$ cat src/rtl/rtc_pkg.sv
package rtc_pkg;
  localparam int unsigned AW = 4;
  localparam int unsigned DW = 8;
  localparam int unsigned N_TIME = 7;
  localparam int unsigned N_ALARM = 4;

  localparam logic [AW-1:0] AD_SEC   = 4'h0;
  localparam logic [AW-1:0] AD_YEAR  = 4'h6;
  localparam logic [AW-1:0] AD_ASEC  = 4'h7;
  localparam logic [AW-1:0] AD_ADOW  = 4'hA;
  localparam logic [AW-1:0] AD_CTRL  = 4'hB;
  localparam logic [AW-1:0] AD_STAT  = 4'hC;

  // storage mask of each time field (index = address)
  function automatic logic [DW-1:0] time_mask(input int unsigned idx);
    case (idx)
      0, 1, 2: return 8'h7F;
      3:       return 8'h07;
      4:       return 8'h3F;
      5:       return 8'h1F;
      default: return 8'hFF;
    endcase
  endfunction

  // compare mask of each alarm field (bit 7 is the don't-care flag)
  function automatic logic [DW-1:0] alarm_cmp_mask(input int unsigned idx);
    return (idx == 3) ? 8'h07 : 8'h7F;
  endfunction

  function automatic logic [DW-1:0] bcd_inc(input logic [DW-1:0] v);
    if (v[3:0] == 4'd9) return {v[7:4] + 4'd1, 4'd0};
    return v + 8'd1;
  endfunction

  // BCD year divisible by four
  function automatic logic bcd_leap(input logic [DW-1:0] y);
    if (y[4]) return (y[3:0] == 4'd2) || (y[3:0] == 4'd6);
    return (y[3:0] == 4'd0) || (y[3:0] == 4'd4) || (y[3:0] == 4'd8);
  endfunction

  function automatic logic [DW-1:0] last_date(input logic [DW-1:0] m, input logic [DW-1:0] y);
    case (m)
      8'h02:                      return bcd_leap(y) ? 8'h29 : 8'h28;
      8'h04, 8'h06, 8'h09, 8'h11: return 8'h30;
      default:                    return 8'h31;
    endcase
  endfunction
endpackage

$ cat src/rtl/rtc_timekeep.sv
module rtc_timekeep
  import rtc_pkg::*;
#(
  parameter int unsigned TICKS_PER_SEC = 4
) (
  input  logic                       clk,
  input  logic                       rst,
  input  logic                       tick,
  input  logic                       run,
  input  logic                       wr_en,
  input  logic [AW-1:0]              waddr,
  input  logic [DW-1:0]              wdata,
  output logic [N_TIME-1:0][DW-1:0]  tm,
  output logic                       sec_evt
);
  localparam int unsigned PW = (TICKS_PER_SEC > 1) ? $clog2(TICKS_PER_SEC) : 1;
  localparam logic [PW-1:0] PH_LAST = PW'(TICKS_PER_SEC - 1);

  logic [PW-1:0]             phase;
  logic                      time_wr;
  logic [N_TIME-1:0][DW-1:0] nxt;
  logic                      c_min, c_hr, c_day, c_mon, c_yr;
  logic [DW-1:0]             hinc;

  assign time_wr = wr_en && (waddr <= AD_YEAR);
  assign sec_evt = tick && run && !time_wr && (phase == PH_LAST);

  always_comb begin
    nxt   = tm;
    c_day = 1'b0;
    c_mon = 1'b0;
    c_yr  = 1'b0;
    hinc  = bcd_inc({3'b000, tm[2][4:0]});
    c_min = (tm[0] == 8'h59);
    c_hr  = c_min && (tm[1] == 8'h59);
    nxt[0] = c_min ? 8'h00 : bcd_inc(tm[0]);
    if (c_min) nxt[1] = c_hr ? 8'h00 : bcd_inc(tm[1]);
    if (c_hr) begin
      if (tm[2][6]) begin
        if (tm[2][4:0] == 5'h11) begin
          nxt[2] = {2'b01, ~tm[2][5], 5'h12};
          c_day  = tm[2][5];
        end else if (tm[2][4:0] == 5'h12) begin
          nxt[2] = {2'b01, tm[2][5], 5'h01};
        end else begin
          nxt[2] = {2'b01, tm[2][5], hinc[4:0]};
        end
      end else if (tm[2][5:0] == 6'h23) begin
        nxt[2] = 8'h00;
        c_day  = 1'b1;
      end else begin
        nxt[2] = bcd_inc(tm[2]);
      end
    end
    if (c_day) begin
      nxt[3] = (tm[3] == 8'h07) ? 8'h01 : tm[3] + 8'h01;
      c_mon  = (tm[4] == last_date(tm[5], tm[6]));
      nxt[4] = c_mon ? 8'h01 : bcd_inc(tm[4]);
    end
    if (c_mon) begin
      c_yr   = (tm[5] == 8'h12);
      nxt[5] = c_yr ? 8'h01 : bcd_inc(tm[5]);
    end
    if (c_yr) nxt[6] = (tm[6] == 8'h99) ? 8'h00 : bcd_inc(tm[6]);
  end

  always_ff @(posedge clk) begin
    if (rst) begin
      tm    <= {8'h00, 8'h01, 8'h01, 8'h01, 8'h00, 8'h00, 8'h00};
      phase <= '0;
    end else if (time_wr) begin
      tm[waddr[2:0]] <= wdata & time_mask(int'(waddr));
      phase          <= '0;
    end else begin
      if (tick && run) phase <= (phase == PH_LAST) ? '0 : phase + 1'b1;
      if (sec_evt) tm <= nxt;
    end
  end
endmodule

$ cat src/rtl/rtc_alarm.sv
module rtc_alarm
  import rtc_pkg::*;
(
  input  logic                        clk,
  input  logic                        rst,
  input  logic                        wr_en,
  input  logic                        acc,
  input  logic [AW-1:0]               waddr,
  input  logic [DW-1:0]               wdata,
  input  logic [N_ALARM-1:0][DW-1:0]  now,
  input  logic                        upd,
  output logic [N_ALARM-1:0][DW-1:0]  al,
  output logic                        irqf
);
  logic [N_ALARM-1:0] fmatch;
  logic [AW-1:0]      off;

  assign off = waddr - AD_ASEC;

  for (genvar i = 0; i < N_ALARM; i++) begin : g_field
    localparam logic [DW-1:0] CMP = alarm_cmp_mask(i);
    always_ff @(posedge clk) begin
      if (rst) al[i] <= '0;
      else if (wr_en && (off == AW'(i))) al[i] <= wdata & (CMP | 8'h80);
    end
    assign fmatch[i] = al[i][7] || ((al[i] & CMP) == (now[i] & CMP));
  end

  always_ff @(posedge clk) begin
    if (rst) irqf <= 1'b0;
    else if (upd && (&fmatch)) irqf <= 1'b1;
    else if (acc) irqf <= 1'b0;
  end
endmodule

$ cat src/rtl/bcd_rtc_core.sv
module bcd_rtc_core
  import rtc_pkg::*;
#(
  parameter int unsigned TICKS_PER_SEC = 4
) (
  input  logic          clk,
  input  logic          rst,
  input  logic          tick,
  input  logic          wr_en,
  input  logic          rd_en,
  input  logic [3:0]    addr,
  input  logic [7:0]    wdata,
  output logic [7:0]    rdata,
  output logic          irq
);
  logic                       halt, wp, aie;
  logic                       wr_ok, al_sel, sec_evt, sec_evt_d, irqf;
  logic [N_TIME-1:0][DW-1:0]  tm;
  logic [N_ALARM-1:0][DW-1:0] al;
  logic [AW-1:0]              aoff;

  assign wr_ok  = wr_en && !wp;
  assign al_sel = (addr >= AD_ASEC) && (addr <= AD_ADOW);
  assign aoff   = addr - AD_ASEC;

  rtc_timekeep #(.TICKS_PER_SEC(TICKS_PER_SEC)) u_time (
    .clk(clk), .rst(rst), .tick(tick), .run(!halt),
    .wr_en(wr_ok), .waddr(addr), .wdata(wdata),
    .tm(tm), .sec_evt(sec_evt)
  );

  rtc_alarm u_alarm (
    .clk(clk), .rst(rst), .wr_en(wr_ok && al_sel), .acc((wr_en || rd_en) && al_sel),
    .waddr(addr), .wdata(wdata), .now(tm[3:0]), .upd(sec_evt_d),
    .al(al), .irqf(irqf)
  );

  always_ff @(posedge clk) begin
    if (rst) begin
      halt      <= 1'b1;
      wp        <= 1'b0;
      aie       <= 1'b0;
      sec_evt_d <= 1'b0;
      irq       <= 1'b0;
      rdata     <= '0;
    end else begin
      sec_evt_d <= sec_evt;
      irq       <= irqf && aie;
      if (wr_en && addr == AD_CTRL) begin
        halt <= wdata[7];
        wp   <= wdata[6];
        aie  <= wdata[0];
      end
      if (rd_en) begin
        if (addr <= AD_YEAR)     rdata <= tm[addr[2:0]];
        else if (al_sel)         rdata <= al[aoff[1:0]];
        else if (addr == AD_CTRL) rdata <= {halt, wp, 5'b0, aie};
        else if (addr == AD_STAT) rdata <= {7'b0, irqf};
        else                     rdata <= '0;
      end
    end
  end
endmodule

$ cat config.mk
export PLATFORM = sky130hd
export DESIGN_NAME = bcd_rtc_core
export DESIGN_NICKNAME = d
export VERILOG_FILES = /design/src/rtl/rtc_pkg.sv /design/src/rtl/rtc_timekeep.sv /design/src/rtl/rtc_alarm.sv /design/src/rtl/bcd_rtc_core.sv
export SDC_FILE = /design/constraint.sdc
export NUM_CORES = 1
export LEC_CHECK = 0
export BUFFER_PORTS_ARGS = -buffer_cell sky130_fd_sc_hd__buf_2
export CAP_MARGIN = 20
export CORE_UTILIZATION = 50
export DETAILED_ROUTE_END_ITERATION = 7
export PLACE_DENSITY = 0.69
export SYNTH_ARGS = -nofsm -noshare
export SYNTH_HDL_FRONTEND = slang
export SYNTH_SLANG_ARGS = --single-unit
$ cat constraint.sdc
create_clock -name clk -period 3.4 [get_ports clk]
set_input_delay 0.51 -clock clk [delete_from_list [all_inputs] [get_ports clk]]
set_output_delay 0.51 -clock clk [all_outputs]
set_load 0.1 [all_outputs]
==> results of run 1 <==
synthesized netlist by cell type (9+ instances only):
cell	number
a31oi_1	20
nor3_1	15
buf_2	10
nor2b_1	13
nand2_1	80
o211ai_1	12
dfxtp_1	100
inv_1	26
and3_1	12
nor2_1	94
a211oi_1	9
a21oi_1	60
nand3_1	39
o21ai_0	25
nand2b_1	18
xor2_1	16
mux2i_1	39
a22oi_1	17
ha_1	27
mux4_2	12
nand4_1	16
clkbuf_1	55
xnor2_1	22
through the flow:
step	hold WS, ps	total power [mW]
2_1_floorplan	445.6	1.524
3_3_place_gp	454.2	1.641
3_5_place_dp	458.5	1.643
4_1_cts	464.7	2.739
5_1_grt	465.6	2.832
6_report	470.5	2.741
placed cells by master, fill, tap and decap left out, types with 7 or more instances in the layout:
cell       instances
o21ai_0           25
nand3_1           39
nor2_1            94
a22oi_1           17
xnor2_1           22
buf_2             24
nand4_1           16
buf_4             29
dfxtp_1          100
mux4_2            12
inv_1             26
and3_1            12
nand2b_1          18
a211oi_1           9
o22ai_1            7
ha_1              27
nand2_1           80
o211ai_1          12
nand3b_1           7
clkbuf_16          9
a21oi_1           60
nor3_1            14
nor2b_1           13
mux2i_1           39
mux2_2             8
nor4b_1            8
or3_1              8
a31oi_1           20
xor2_1            16
a21o_1             7
logic make-up (layout without fill, tap and decap cells):
kind of cell               Yosys count  count (layout)  share of synthesized area
and+or+nand+nor                    361             361                     0.2591
AOI/OAI and AO/OA                  227             227                     0.2143
DFF                                100             100                     0.2748
buffers and inverters               99              96                    0.05478
muxes                               60              60                     0.1049
xor gates and xnor gates            38              38                    0.04568
adders and majority gates           27              27                    0.04637
area by class of cell:
| type | count | area [um2] | area share |
|---|---|---|---|
| Multi-Input combinational cell | 713 | 4890 | 0.6211 |
| Sequential cell | 100 | 2002 | 0.2543 |
| Timing Repair Buffer | 53 | 337.8 | 0.04291 |
| Clock buffer | 9 | 225.2 | 0.02861 |
| Tap cell | 180 | 225.2 | 0.02861 |
| Inverter | 27 | 101.3 | 0.01287 |
| Clock inverter | 7 | 91.34 | 0.01160 |
tightest hold or removal path, stage by stage, from the launching register on:
cell and delay (ps):
dfxtp_1 310, nand2b_1 60, a21oi_1 60
power groups by stage:
stage / clock [mW] / sequential (mW) / combinational [mW]
floorplan: 0 / 1.28 / 0.248
global placement: 0 / 1.27 / 0.371
detailed placement: 0 / 1.27 / 0.372
CTS: 1.12 / 1.24 / 0.374
global route: 1.18 / 1.25 / 0.407
finish: 1.11 / 1.25 / 0.383
how the worst max path moves through the flow:
| stage | end | cells past startpoint | slack, ps | from |
|---|---|---|---|---|
| after global routing | u_time.tm[45] | 7 | 210 | u_time.tm[8] |
| after global placement | u_time.tm[51] | 8 | 430 | addr[1] |
| after CTS | u_time.tm[29] | 7 | 470 | u_time.tm[8] |
| final | u_time.tm[29] | 7 | 450 | u_time.tm[8] |
| after floorplan | u_time.tm[51] | 10 | 120 | addr[1] |
| after detailed placement | u_time.tm[51] | 8 | 400 | addr[1] |
registers in the layout, indices dropped and copies added, names as in the netlist:
| register | flops |
|---|---|
| u_time.tm | 56 |
| u_alarm.al | 28 |
| rdata | 8 |
| u_time.phase | 2 |
| aie | 1 |
| halt | 1 |
| irq | 1 |
| sec_evt_d | 1 |
| u_alarm.irqf | 1 |
| wp | 1 |
layer usage:
metal  vias up  wire (um)  share of wire
met4         0       1085          0.047
met2       367      10070           0.43
li1       3339          -              -
met3        84       2219          0.095
met5         -          0              0
met1      3316       9931           0.43
==> flow_summary.ini, run 1 <==
[status]
status = finished, final reports clean

[yosys]
synth_top_cell_by_area = dfxtp_1
syn_area_um2 = 7286
synth.avg_cell_area_um2 = 7.989
synth-edff-count = 0
netlist_top_cells_area = dfxtp_1 27%, mux2i_1 5.4%, nor2_1 4.8%
yosysWarnings = 0
synthCells = 912
synth_top_area_frac = 0.2748
syn-num-nets = 956
synth_seq_cells = 100
synthArstFlopShare = 0
ys_types = 85
synthFlopType = dfxtp_1
synth_seq_area_share = 0.2748

[power]
p_per_area_nw_per_um2 = 348.2
pwr-share-comb = 0.140
swShare = 0.3015
p_switching_mw = 0.8265
power_frac_seq = 0.455
pwr-share-clk = 0.406
internal_power_mw = 1.915
p_leak_nw = 3.041
peakVddDrop_uv = 253.3

[worst_setup_path]
r2r_cells = 7
cpPeakStageDelay_ps = 540
path_buf_inv = 0
cp_slowest_cell = or4b_1
critical_path.top_delay_family = simple AND/OR/NAND/NOR gates
crit_path_end_kind = flop
critPathMaxFanout = 13
r2r-end = u_time.tm[29]
crit_required_ps = 3690
reg2reg_slack_ps = 450
critPathKind = flop to flop
reg2reg_from = u_time.tm[8]
start_kind = flop
cp.arrival_ps = 3240
worstPathCellList = ha_1 -> and3b_1 -> nor4bb_1 -> and3_1 -> nor2_2 -> or4b_1 -> a31oi_1

[layout]
fill_cells = 1317
nets = 948
final_area_um2 = 7873
area_growth_pct = 8.054
fin_util = 0.5606
layoutNonFillerInstCount = 1089
drive_gt1_frac = 0.1199
diodes = 0

[sta]
fin_crit_ps = 2953
finalSetupViolations = 0
layout_setup_ws_ps = 446.8
finClkSkew_ps = 9.408
max-slew-margin-rel = 0.4063
tns_ps = 0
tightestPinTransition_ps = 890.6
post-route-period-util = 0.8686
maxSlewViolCount = 0
rsz0062_at_grt = no
hold_viol = 0
fmax_mhz = 338.6

[place]
preCtsSetupSlack_ps = 400.1
io_buffers = 25
gp_congestion = 0.9837
dp_cells = 1073
dpl_cell_area_um2 = 7556
place_hpwl_mm = 16.57

[grt]
grtUsageMet3 = 0.07714
grt_pass1_wl_mm = 36.04
first_global_vias = 6480
grtUsageTotal = 0.3206
use_met1 = 0.4284
overflow = 0
met2_usage = 0.4800
grt.busiest_layer = met2
antenna_found_initial = 0
grt_max_degree = 85

[clock_tree]
clock_sink_count = 100
clkTransAtPathRegs_ps = 70
ctsResizeCount = 0
holdBufCountCts = 0
cts_buffers = 9
cts_tree = built
clk_path_buf_depth = 2
worst_skew_pair.late_latency_ps = 370
postCtsSetupBuffers = 0
cts_root_buffer = clkbuf_16
h-tree-depth = 3

[die]
die_area_um2 = 15060
rows = 43
ioPinCount = 26
core_um2 = 14040
start_util = 0.5188
die_h_um = 122.7
die_x_um = 122.7

[min_path]
holdPathEnd = rdata[0]
hold_depth = 2
hp-class = flop to flop
hold_path.startpoint = rdata[0]

[drt]
dr.pass1.iters = 7
wl_per_cell_um = 21.40
via_count = 7106
drc_errors = 0
ant_nets = 0
viasPerCell = 6.525
wl_mm = 23.31
drt_iter0_markers = 837

[job]
drv_cap = 0
No activity file was read; power rests on OpenSTA's default activity.
==> run 2: changes to the inputs <==
--- a/config.mk
+++ b/config.mk
@@ -5,11 +5,11 @@
 export SDC_FILE = /design/constraint.sdc
 export NUM_CORES = 1
 export LEC_CHECK = 0
-export BUFFER_PORTS_ARGS = -buffer_cell sky130_fd_sc_hd__buf_2
+export BUFFER_PORTS_ARGS = -buffer_cell sky130_fd_sc_hd__clkbuf_2
 export CAP_MARGIN = 20
-export CORE_UTILIZATION = 50
+export CORE_UTILIZATION = 35
 export DETAILED_ROUTE_END_ITERATION = 7
-export PLACE_DENSITY = 0.69
+export PLACE_DENSITY = 0.52
 export SYNTH_ARGS = -nofsm -noshare
 export SYNTH_HDL_FRONTEND = slang
 export SYNTH_SLANG_ARGS = --single-unit
==> run 2 against run 1 <==
Effect of this change: critical path depth unchanged; clock power about the same; sequential power about the same; clock skew increased by 1.4 ps; design area increased by 1.6%; die area increased by 42%; register-to-register slack got worse by 60 ps; non-clock buffer count increased by 4; via count decreased by 0.32%; global-route usage decreased by 7.8 points; sequential share of layout area decreased by 0.40 points; final cell count increased by 8.6%; critical path type unchanged; largest power group unchanged; highest routed layer unchanged.
==> flow_summary.ini, run 2 (synthesis results as in run 1) <==
[status]
status = finished, final reports clean

[grt]
grt_pass1_wl_mm = 39.57
grtUsageTotal = 0.2431
grt_max_degree = 82
overflow = 0
first_global_vias = 6552
antenna_found_initial = 0

[drt]
via_count = 7083
drc_errors = 0
dr.pass1.iters = 5
ant_nets = 0
drt_iter0_markers = 587
viasPerCell = 5.987
wl_mm = 25.60
wl_per_cell_um = 21.64

[die]
rows = 52
ioPinCount = 26
die_x_um = 146.3
start_util = 0.3589
die_area_um2 = 21400
die_h_um = 146.3
core_um2 = 20300

[clock_tree]
clock_sink_count = 100
clkTransAtPathRegs_ps = 70
ctsResizeCount = 0
cts_root_buffer = clkbuf_16
cts_buffers = 9
clk_path_buf_depth = 2
cts_tree = built
postCtsSetupBuffers = 0
worst_skew_pair.late_latency_ps = 360
holdBufCountCts = 0
h-tree-depth = 3

[worst_setup_path]
worstPathCellList = ha_1 -> and3b_1 -> nor4bb_1 -> and3_1 -> nor2_2 -> or4b_1 -> a31oi_1
crit_required_ps = 3670
critPathMaxFanout = 13
cp_slowest_cell = or4b_1
cp.arrival_ps = 3290
critPathKind = flop to flop
path_buf_inv = 0
critical_path.top_delay_family = simple AND/OR/NAND/NOR gates
crit_path_end_kind = flop
start_kind = flop
cpPeakStageDelay_ps = 540

[sta]
fin_crit_ps = 3015
tns_ps = 0
rsz0062_at_grt = no
tightestPinTransition_ps = 895.3
hold_viol = 0
finalSetupViolations = 0
max-slew-margin-rel = 0.4031
maxSlewViolCount = 0
post-route-period-util = 0.8867
fmax_mhz = 331.7
finClkSkew_ps = 10.84

[power]
p_per_area_nw_per_um2 = 339.5
peakVddDrop_uv = 217.5
p_leak_nw = 3.055

[layout]
drive_gt1_frac = 0.1227
fill_cells = 2139
fin_util = 0.3940
nets = 952
top_register = u_time.tm
largest_register_ffs = 56
layout_common_cells = 100 x dfxtp_1, 94 x nor2_1, 80 x nand2_1, 60 x a21oi_1
final_common_cell = dfxtp_1
top_regs = u_time.tm (56), u_alarm.al (28), rdata (8)
diodes = 0
area_growth_pct = 9.772

[job]
drv_cap = 0

[place]
io_buffers = 25
place_hpwl_mm = 18.68
gp_congestion = 0.9299

[min_path]
hp-class = flop to flop
run 2: worst paths after layout:
| path | to | start | slack, ps | cells past startpoint |
|---|---|---|---|---|
| worst min-delay path | rdata[6] | rdata[6] | 480 | 2 |
| worst min register to register | rdata[6] | rdata[6] | 480 | 2 |
| worst max-delay path | u_time.tm[29] | u_time.tm[8] | 390 | 7 |
| worst max register to register | u_time.tm[29] | u_time.tm[8] | 390 | 7 |
run 2: final cells by class:
type                       instances  area [um2]  area share
sequential                       100        2002      0.2503
timing repair buffer              57       367.9     0.04600
clock inverter                     6       70.07    0.008761
tap                              270       337.8     0.04224
clock buffer                      10       229.0     0.02863
multi-input combinational        713        4890      0.6114
inverter                          27       101.3     0.01267
run 2: power breakdown:
group          switching (mW)  internal, mW  leakage, nW  total [mW]
Clock                   0.499         0.580        0.148        1.08
Combinational           0.266         0.130         2.10       0.396
Sequential             0.0449          1.19        0.809        1.24
Total                   0.810          1.90         3.05        2.72
run 2: through the flow:
step                cell area (um2)  power [mW]  worst slack (ps)  hold WS [ps]  cells
finish                         7998       2.715             385.1         477.0   1183
CTS                            7998       2.738             359.8         480.0   1183
global route                   7998       2.817             127.1         499.1   1183
detailed placement             7699       1.657             405.5         467.3   1167
global placement               7699       1.657             488.1         461.9   1167
floorplan                      7286       1.524             123.7         445.6    912
run 2: worst reg2reg max path: cells and delay by family, from the launching register on:
family / cells / cell delay (ps)
flip-flops: 1 / 480
adder cells (fa/ha/maj): 1 / 210
AND/OR/NAND/NOR: 5 / 2070
AO/OA/AOI/OAI: 1 / 180
run 2: layer usage:
metal	vias up	track usage	share of wire
met5	-	0	0
met4	0	0.1005	0.035
met3	51	0.04594	0.069
met2	260	0.3638	0.43
met1	3423	0.3409	0.47
li1	3349	-	-
